--- config.mk ---
export PLATFORM = sky130hd
export DESIGN_NAME = ir_rl_tx
export DESIGN_NICKNAME = d
export VERILOG_FILES = /design/src/rtl/irtx_pkg.sv /design/src/rtl/irtx_carrier.sv /design/src/rtl/irtx_chunker.sv /design/src/rtl/irtx_slots.sv /design/src/rtl/ir_rl_tx.sv
export SDC_FILE = /design/constraint.sdc
export NUM_CORES = 1
export LEC_CHECK = 0
export BUFFER_PORTS_ARGS = -buffer_cell sky130_fd_sc_hd__buf_4
export CORE_ASPECT_RATIO = 1.75
export CORE_MARGIN = 2
export CORE_UTILIZATION = 45
export CTS_CLUSTER_DIAMETER = 50
export DETAILED_ROUTE_END_ITERATION = 8
export SLEW_MARGIN = 30
export SYNTH_ARGS = -nofsm -noshare
export SYNTH_HDL_FRONTEND = slang
export SYNTH_SLANG_ARGS = --single-unit
--- constraint.sdc ---
create_clock -name clk -period 15.1 [get_ports clk]
set_input_delay 1.51 -clock clk [delete_from_list [all_inputs] [get_ports clk]]
set_output_delay 1.51 -clock clk [all_outputs]
set_load 0.005 [all_outputs]
--- src/rtl/irtx_pkg.sv ---
package irtx_pkg;

    localparam int CNT_W = 7;
    localparam int PRD_W = 7;
    localparam logic [CNT_W-1:0] CNT_MAX = {CNT_W{1'b1}};

    typedef struct packed {
        logic             mark;
        logic [CNT_W-1:0] count;
    } chunk_t;

    typedef struct packed {
        logic   full;
        chunk_t data;
    } slot_t;

    function automatic logic [PRD_W-1:0] hi_width(input logic [PRD_W-1:0] prd,
                                                   input logic [6:0] duty);
        logic [6:0]       d;
        logic [6:0]       q;
        logic [PRD_W-1:0] h;
        if (duty == 7'd0)
            d = 7'd1;
        else if (duty > 7'd99)
            d = 7'd99;
        else
            d = duty;
        q = 7'd100 / d;
        h = prd / q;
        if (h == '0)
            h = PRD_W'(1);
        return h;
    endfunction

endpackage

--- src/rtl/irtx_carrier.sv ---
module irtx_carrier
    import irtx_pkg::*;
#(
    parameter int HALF_TICKS = 2
) (
    input  logic             clk,
    input  logic             rst,
    input  logic             en,
    input  logic [PRD_W-1:0] period,
    input  logic [PRD_W-1:0] high,
    output logic             car
);
    localparam int PW = (HALF_TICKS > 1) ? $clog2(HALF_TICKS) : 1;
    localparam logic [PW-1:0] PRE_LAST = PW'(HALF_TICKS - 1);

    logic [PW-1:0]    pre_q;
    logic [PRD_W-1:0] phase_q;

    always_ff @(posedge clk) begin
        if (rst || !en) begin
            pre_q   <= '0;
            phase_q <= '0;
        end else if (pre_q == PRE_LAST) begin
            pre_q <= '0;
            if (period == '0 || phase_q == period - PRD_W'(1))
                phase_q <= '0;
            else
                phase_q <= phase_q + PRD_W'(1);
        end else begin
            pre_q <= pre_q + PW'(1);
        end
    end

    assign car = (period == '0) || (phase_q < high);

endmodule

--- src/rtl/irtx_chunker.sv ---
module irtx_chunker
    import irtx_pkg::*;
#(
    parameter int DUR_W = 16
) (
    input  logic             clk,
    input  logic             rst,
    input  logic             clear,
    input  logic             busy,
    input  logic             smp_valid,
    input  logic [DUR_W-1:0] smp_dur,
    input  logic             smp_last,
    output logic             smp_ready,
    input  logic             wr_full,
    output logic             wr_req,
    output chunk_t           wr_data,
    output logic             drained
);
    localparam logic [DUR_W-1:0] MAX_D = DUR_W'(CNT_MAX);

    logic             have_q;
    logic             mark_q;
    logic             last_q;
    logic             fin_q;
    logic [DUR_W-1:0] rem_q;
    logic [DUR_W-1:0] take;

    assign take      = (rem_q > MAX_D) ? MAX_D : rem_q;
    assign smp_ready = busy && !have_q && !fin_q;
    assign wr_req    = have_q && !wr_full;
    assign wr_data   = '{mark: mark_q, count: CNT_W'(take)};
    assign drained   = fin_q;

    always_ff @(posedge clk) begin
        if (rst || clear) begin
            have_q <= 1'b0;
            mark_q <= 1'b0;
            last_q <= 1'b0;
            fin_q  <= 1'b0;
            rem_q  <= '0;
        end else if (smp_ready && smp_valid) begin
            have_q <= 1'b1;
            mark_q <= ~mark_q;
            last_q <= smp_last;
            rem_q  <= (smp_dur == '0) ? DUR_W'(1) : smp_dur;
        end else if (wr_req) begin
            rem_q <= rem_q - take;
            if (rem_q == take) begin
                have_q <= 1'b0;
                fin_q  <= last_q;
            end
        end
    end

endmodule

--- src/rtl/irtx_slots.sv ---
module irtx_slots
    import irtx_pkg::*;
#(
    parameter int SAMPLE_TICKS = 100
) (
    input  logic   clk,
    input  logic   rst,
    input  logic   clear,
    input  logic   busy,
    input  logic   wr_req,
    input  chunk_t wr_data,
    input  logic   drained,
    output logic   wr_full,
    output logic   env,
    output logic   irq,
    output logic   done
);
    localparam int SW = (SAMPLE_TICKS > 1) ? $clog2(SAMPLE_TICKS) : 1;
    localparam logic [SW-1:0] SUB_LAST = SW'(SAMPLE_TICKS - 1);

    slot_t            slot_q [2];
    logic             wr_sel_q;
    logic             rd_sel_q;
    logic             active_q;
    logic             begun_q;
    logic [SW-1:0]    sub_q;
    logic [CNT_W-1:0] left_q;
    logic             chunk_end;
    logic             can_begin;
    slot_t            cur;
    slot_t            nxt;

    assign cur       = slot_q[rd_sel_q];
    assign nxt       = slot_q[~rd_sel_q];
    assign wr_full   = slot_q[wr_sel_q].full;
    assign chunk_end = active_q && (sub_q == SUB_LAST) && (left_q == CNT_W'(1));
    assign can_begin = busy && cur.full && (begun_q || nxt.full || drained);
    assign env       = active_q && cur.data.mark;

    always_ff @(posedge clk) begin
        if (rst || clear) begin
            for (int i = 0; i < 2; i++)
                slot_q[i] <= '0;
            wr_sel_q <= 1'b0;
            rd_sel_q <= 1'b0;
            active_q <= 1'b0;
            begun_q  <= 1'b0;
            sub_q    <= '0;
            left_q   <= '0;
            irq      <= 1'b0;
            done     <= 1'b0;
        end else begin
            irq  <= 1'b0;
            done <= 1'b0;
            if (wr_req) begin
                slot_q[wr_sel_q] <= '{full: 1'b1, data: wr_data};
                wr_sel_q         <= ~wr_sel_q;
            end
            if (!active_q) begin
                if (can_begin) begin
                    active_q <= 1'b1;
                    begun_q  <= 1'b1;
                    sub_q    <= '0;
                    left_q   <= cur.data.count;
                end
            end else if (sub_q != SUB_LAST) begin
                sub_q <= sub_q + SW'(1);
            end else begin
                sub_q <= '0;
                if (!chunk_end) begin
                    left_q <= left_q - CNT_W'(1);
                end else begin
                    slot_q[rd_sel_q].full <= 1'b0;
                    rd_sel_q <= ~rd_sel_q;
                    irq      <= 1'b1;
                    if (nxt.full) begin
                        left_q <= nxt.data.count;
                    end else begin
                        active_q <= 1'b0;
                        done     <= drained;
                    end
                end
            end
        end
    end

endmodule

--- src/rtl/ir_rl_tx.sv ---
module ir_rl_tx
    import irtx_pkg::*;
#(
    parameter int DUR_W        = 16,
    parameter int SAMPLE_TICKS = 100,
    parameter int HALF_TICKS   = 2
) (
    input  logic             clk,
    input  logic             rst,
    input  logic             start,
    input  logic             cfg_load,
    input  logic [6:0]       cfg_period,
    input  logic [6:0]       cfg_duty,
    input  logic             mask_load,
    input  logic [3:0]       mask_in,
    input  logic             smp_valid,
    output logic             smp_ready,
    input  logic [DUR_W-1:0] smp_dur,
    input  logic             smp_last,
    output logic [1:0]       emit_en,
    output logic [1:0]       ir_out,
    output logic             slot_irq,
    output logic             tx_busy,
    output logic             tx_done,
    output logic             mask_err
);
    localparam logic [PRD_W-1:0] RST_PRD  = PRD_W'(32);
    localparam logic [6:0]       RST_DUTY = 7'd50;

    logic             busy_q;
    logic             go;
    logic [PRD_W-1:0] prd_q;
    logic [PRD_W-1:0] high_q;
    logic [1:0]       mask_q;
    logic             err_q;
    logic             mask_ok;
    logic             wr_full;
    logic             wr_req;
    chunk_t           wr_data;
    logic             drained;
    logic             env;
    logic             car;
    logic             irq;
    logic             done;

    assign go      = start && !busy_q;
    assign mask_ok = (mask_in[1:0] != 2'b00) && (mask_in[3:2] == 2'b00);

    always_ff @(posedge clk) begin
        if (rst) begin
            busy_q <= 1'b0;
            prd_q  <= RST_PRD;
            high_q <= hi_width(RST_PRD, RST_DUTY);
            mask_q <= 2'b11;
            err_q  <= 1'b0;
        end else begin
            if (go)
                busy_q <= 1'b1;
            else if (done)
                busy_q <= 1'b0;
            if (cfg_load) begin
                prd_q  <= cfg_period;
                high_q <= hi_width(cfg_period, cfg_duty);
            end
            err_q <= mask_load && !mask_ok;
            if (mask_load && mask_ok)
                mask_q <= mask_in[1:0];
        end
    end

    irtx_chunker #(.DUR_W(DUR_W)) u_chunk (
        .clk       (clk),
        .rst       (rst),
        .clear     (go),
        .busy      (busy_q),
        .smp_valid (smp_valid),
        .smp_dur   (smp_dur),
        .smp_last  (smp_last),
        .smp_ready (smp_ready),
        .wr_full   (wr_full),
        .wr_req    (wr_req),
        .wr_data   (wr_data),
        .drained   (drained)
    );

    irtx_slots #(.SAMPLE_TICKS(SAMPLE_TICKS)) u_slots (
        .clk     (clk),
        .rst     (rst),
        .clear   (go),
        .busy    (busy_q),
        .wr_req  (wr_req),
        .wr_data (wr_data),
        .drained (drained),
        .wr_full (wr_full),
        .env     (env),
        .irq     (irq),
        .done    (done)
    );

    irtx_carrier #(.HALF_TICKS(HALF_TICKS)) u_car (
        .clk    (clk),
        .rst    (rst),
        .en     (env),
        .period (prd_q),
        .high   (high_q),
        .car    (car)
    );

    assign ir_out   = {2{env && car}} & mask_q;
    assign emit_en  = mask_q;
    assign slot_irq = irq;
    assign tx_busy  = busy_q;
    assign tx_done  = done;
    assign mask_err = err_q;

endmodule

==> results by group <==
Route
  – DR vias/cell: around 5.8
  – Post-route ant nets: 0
  – DR pass1 iterations: 5
  – Wire length per cell: 17.0 µm
  – Initial drt markers: ~140
  – Routed WL: 18.9 mm
  – Residual DRC count: 0
  – Via Count: about 6500

Logic synthesis
  – Syn. warnings: 0
  – Synth top area cells: dfxtp_1, ha_1, edfxtp_1
  – Syn nets: ~930
  – Netlist cell types: just under 80
  – Synthesized flop and latch total: between 80 and 90
  – Synth top area share: between 20% and 30%
  – Post-synth top flop: dfxtp_1
  – Avg Inst Size Synth: around 8.2 µm²
  – Register area share after synthesis: 27.8%
  – Most frequent cell after synthesis: nor2_1
  – Cell Area, Synth: between 6000 and 7000 µm²
  – Leading post-synthesis cells by instance count: nor2_1, dfxtp_1, ha_1
  – Number of synthesized flops with an enable pin: 16
  – Synth Instances: a little over 800
  – Area leader, netlist: dfxtp_1
  – Async set-or-reset flop fraction in the synthesized netlist: 0%

Setup path
  – Crit path required time: 15.30 ns
  – Endpoint class of the critical path: flip-flop
  – Critical path class: input port to flip-flop
  – Nature of the critical path startpoint: input port
  – Worst path max stage delay: 0.51 ns
  – Crit path DAT: between 15 and 20 ns
  – CP max-delay cell: or3b_2
  – Worst Path Max Fanout: 8
  – Most used cell, CP: ha_1

Clock tree
  – Clock tree from TritonCTS: yes
  – Num Clock Sinks: 86
  – Clk_lat worst skew: about 0.33 ns
  – Worst-path clk slew: approximately 0.060 ns
  – Clk root buf: clkbuf_16
  – CTS Buf Count: 9
  – Clock Path Buffers: 2
  – H-Tree Depth: 3

Global routing
  – Grt total ovfl: 0
  – Met2 usage: ~47%
  – Met3 Use GR: ~2.4%
  – Busiest grt layer: met2
  – First-pass GRT wire length: around 31 mm
  – Vias in the first global route: 6798
  – Initial antenna violation count: 0
  – All-Layer GR Usage: 23.2%
  – Largest net degree at the start of global routing: 29
  – GR Util met1: between 20% and 30%

Cells and area
  – Post-layout nets: 1028
  – Multi-input gate area: a little over 5000 µm²
  – Fillers: around 1400
  – Post-route design area: between 8000 and 9000 µm²
  – N_diodes: 0
  – Syn-to-layout area delta: 26.2%
  – Share of cells above drive strength 1: between 20% and 30%
  – Reg area: ~1900 µm²

STA
  – RSZ-0062 raised after global routing: yes
  – Final hold vios: 0
  – Worst slew pin tran: 0.788 ns
  – Clock Skew: 0.00757 ns
  – Min Hold Slack: around 0.47 ns
  – FMAX: approximately 67 MHz
  – Max-slew violations: 0
  – Final period util: about 99%
  – Crit path time final: 14.91 ns
  – Final count of negative-setup-slack endpoints: 0
  – Slew headroom: between 40 and 50%

Floorplan
  – Area of the core: between 10000 and 15000 µm²
  – Die area: 16100 µm²
  – Die Width: ~97 µm
  – Boundary Pins: 50
  – Die H: 166 µm
  – Initial Util: between 40 and 50%
  – Std cell rows: 59

Status
  – Outcome: finished clean

Hold path
  – Hold Crit Class: flip-flop to flip-flop

Placed design
  – DP Wirelength: 15.0 mm
  – Placed Area: slightly below 8000 µm²
  – GPL Wtd Cong: 0.930
  – Number of I/O port buffers: 49

Job
  – Max Cap Violations: 0
## final timing paths
| kind | endpoint | start | depth (start not counted) | slack, ns |
|---|---|---|---|---|
| worst max-delay path | high_q[0]$_SDFFE_PP0P_ | cfg_duty[4] | 71 | 0.19 |
| worst min-delay path | tx_busy$_SDFFE_PP0P_ | u_slots.done$_SDFF_PP0_ | 1 | 0.47 |
| worst min register to register | tx_busy$_SDFFE_PP0P_ | u_slots.done$_SDFF_PP0_ | 1 | 0.47 |
| worst max register to register | u_slots.left_q[2]$_SDFFE_PP0P_ | u_slots.rd_sel_q$_SDFFE_PP0P_ | 7 | 12.39 |
## repair_timing
| action | CTS | global route |
|---|---|---|
| setup buffers | 5 | 20 |
| hold buffers | 0 | 0 |
| pin swaps | 6 | 46 |
| resized for setup | 5 | 39 |
| setup endpoints to repair | 1 | 1 |
## worst max-delay path: cells and delay by family
kind            cells  cell delay, ns
compound gates     29            5.15
buf+inv             8            1.04
mux                 3            0.82
simple gates       17            2.91
fa+ha+maj          13            3.48
xor+xnor            1            0.17
## area by class of cell
cell class                      count  area share [%]
Clock buffer                       11            2.73
Inverter                           33            1.45
Sequential cell                    86            22.1
Tap cell                          183            2.68
Clock inverter                      5            1.25
Timing Repair Buffer              123            10.9
Multi-Input combinational cell    671            58.9
## logic make-up (layout without fill, tap and decap cells)
| family | count (synthesis) | in the layout | share of synthesized area [%] |
|---|---|---|---|
| muxes | 47 | 47 | 7.38 |
| buffers and inverters | 67 | 172 | 4.29 |
| xor gates and xnor gates | 44 | 44 | 5.70 |
| AOI/OAI and AO/OA | 209 | 209 | 20.9 |
| adders and majority gates | 63 | 63 | 11.8 |
| and+or+nand+nor | 308 | 308 | 22.1 |
| DFF | 86 | 86 | 27.8 |
## placed cells by master (no fill, tap or decap), types with 6 or more instances in the layout
cell,count
nor2b_1,13
and2_1,9
edfxtp_1,16
ha_1,46
xor2_1,14
inv_1,30
o21bai_1,7
a21oi_2,10
a211o_1,9
o21ai_1,12
o211ai_1,6
a21oi_1,47
nand3_1,15
buf_4,121
clkbuf_16,9
o21a_1,9
a31oi_1,8
or3_1,7
a21o_1,14
nand2b_1,11
mux2_4,8
a211oi_1,6
mux2_2,6
nor2_1,110
o21ai_0,29
xnor2_1,30
mux2i_1,32
dfxtp_1,70
and3_1,7
ha_4,14
nor3_1,23
nor3b_1,6
nand2_1,59
## layer usage
| layer | part of all wire, % | wire (µm) |
|---|---|---|
| met1 | 36 | 6740 |
| met2 | 56 | 10600 |
| met3 | 2.1 | 391 |
| met4 | 6.0 | 1130 |
| met5 | 0 | 0 |
## stage by stage
step                util, %  setup slack [ns]  setup TNS (ns)  cells
floorplan                 -           -0.0554         -0.0554    824
global placement       52.9            -0.127          -0.127   1071
detailed placement     52.9            -0.434          -0.434   1071
CTS                    55.6            0.0285               0   1092
global route           57.8            -0.518          -0.518   1112
finish                 57.8             0.192               0   1112
## sequential cells by signal (all words and copies together), names as in the netlist, 2 cells and up, named ones only
register,count
u_slots.slot_q,18
u_chunk.rem_q,16
high_q,7
prd_q,7
u_car.phase_q,7
u_slots.left_q,7
u_slots.sub_q,7
emit_en,2
Power is left out: the tool's default activity adds up to more than one toggle a clock period on the data nets, which glitch-free logic cannot reach.
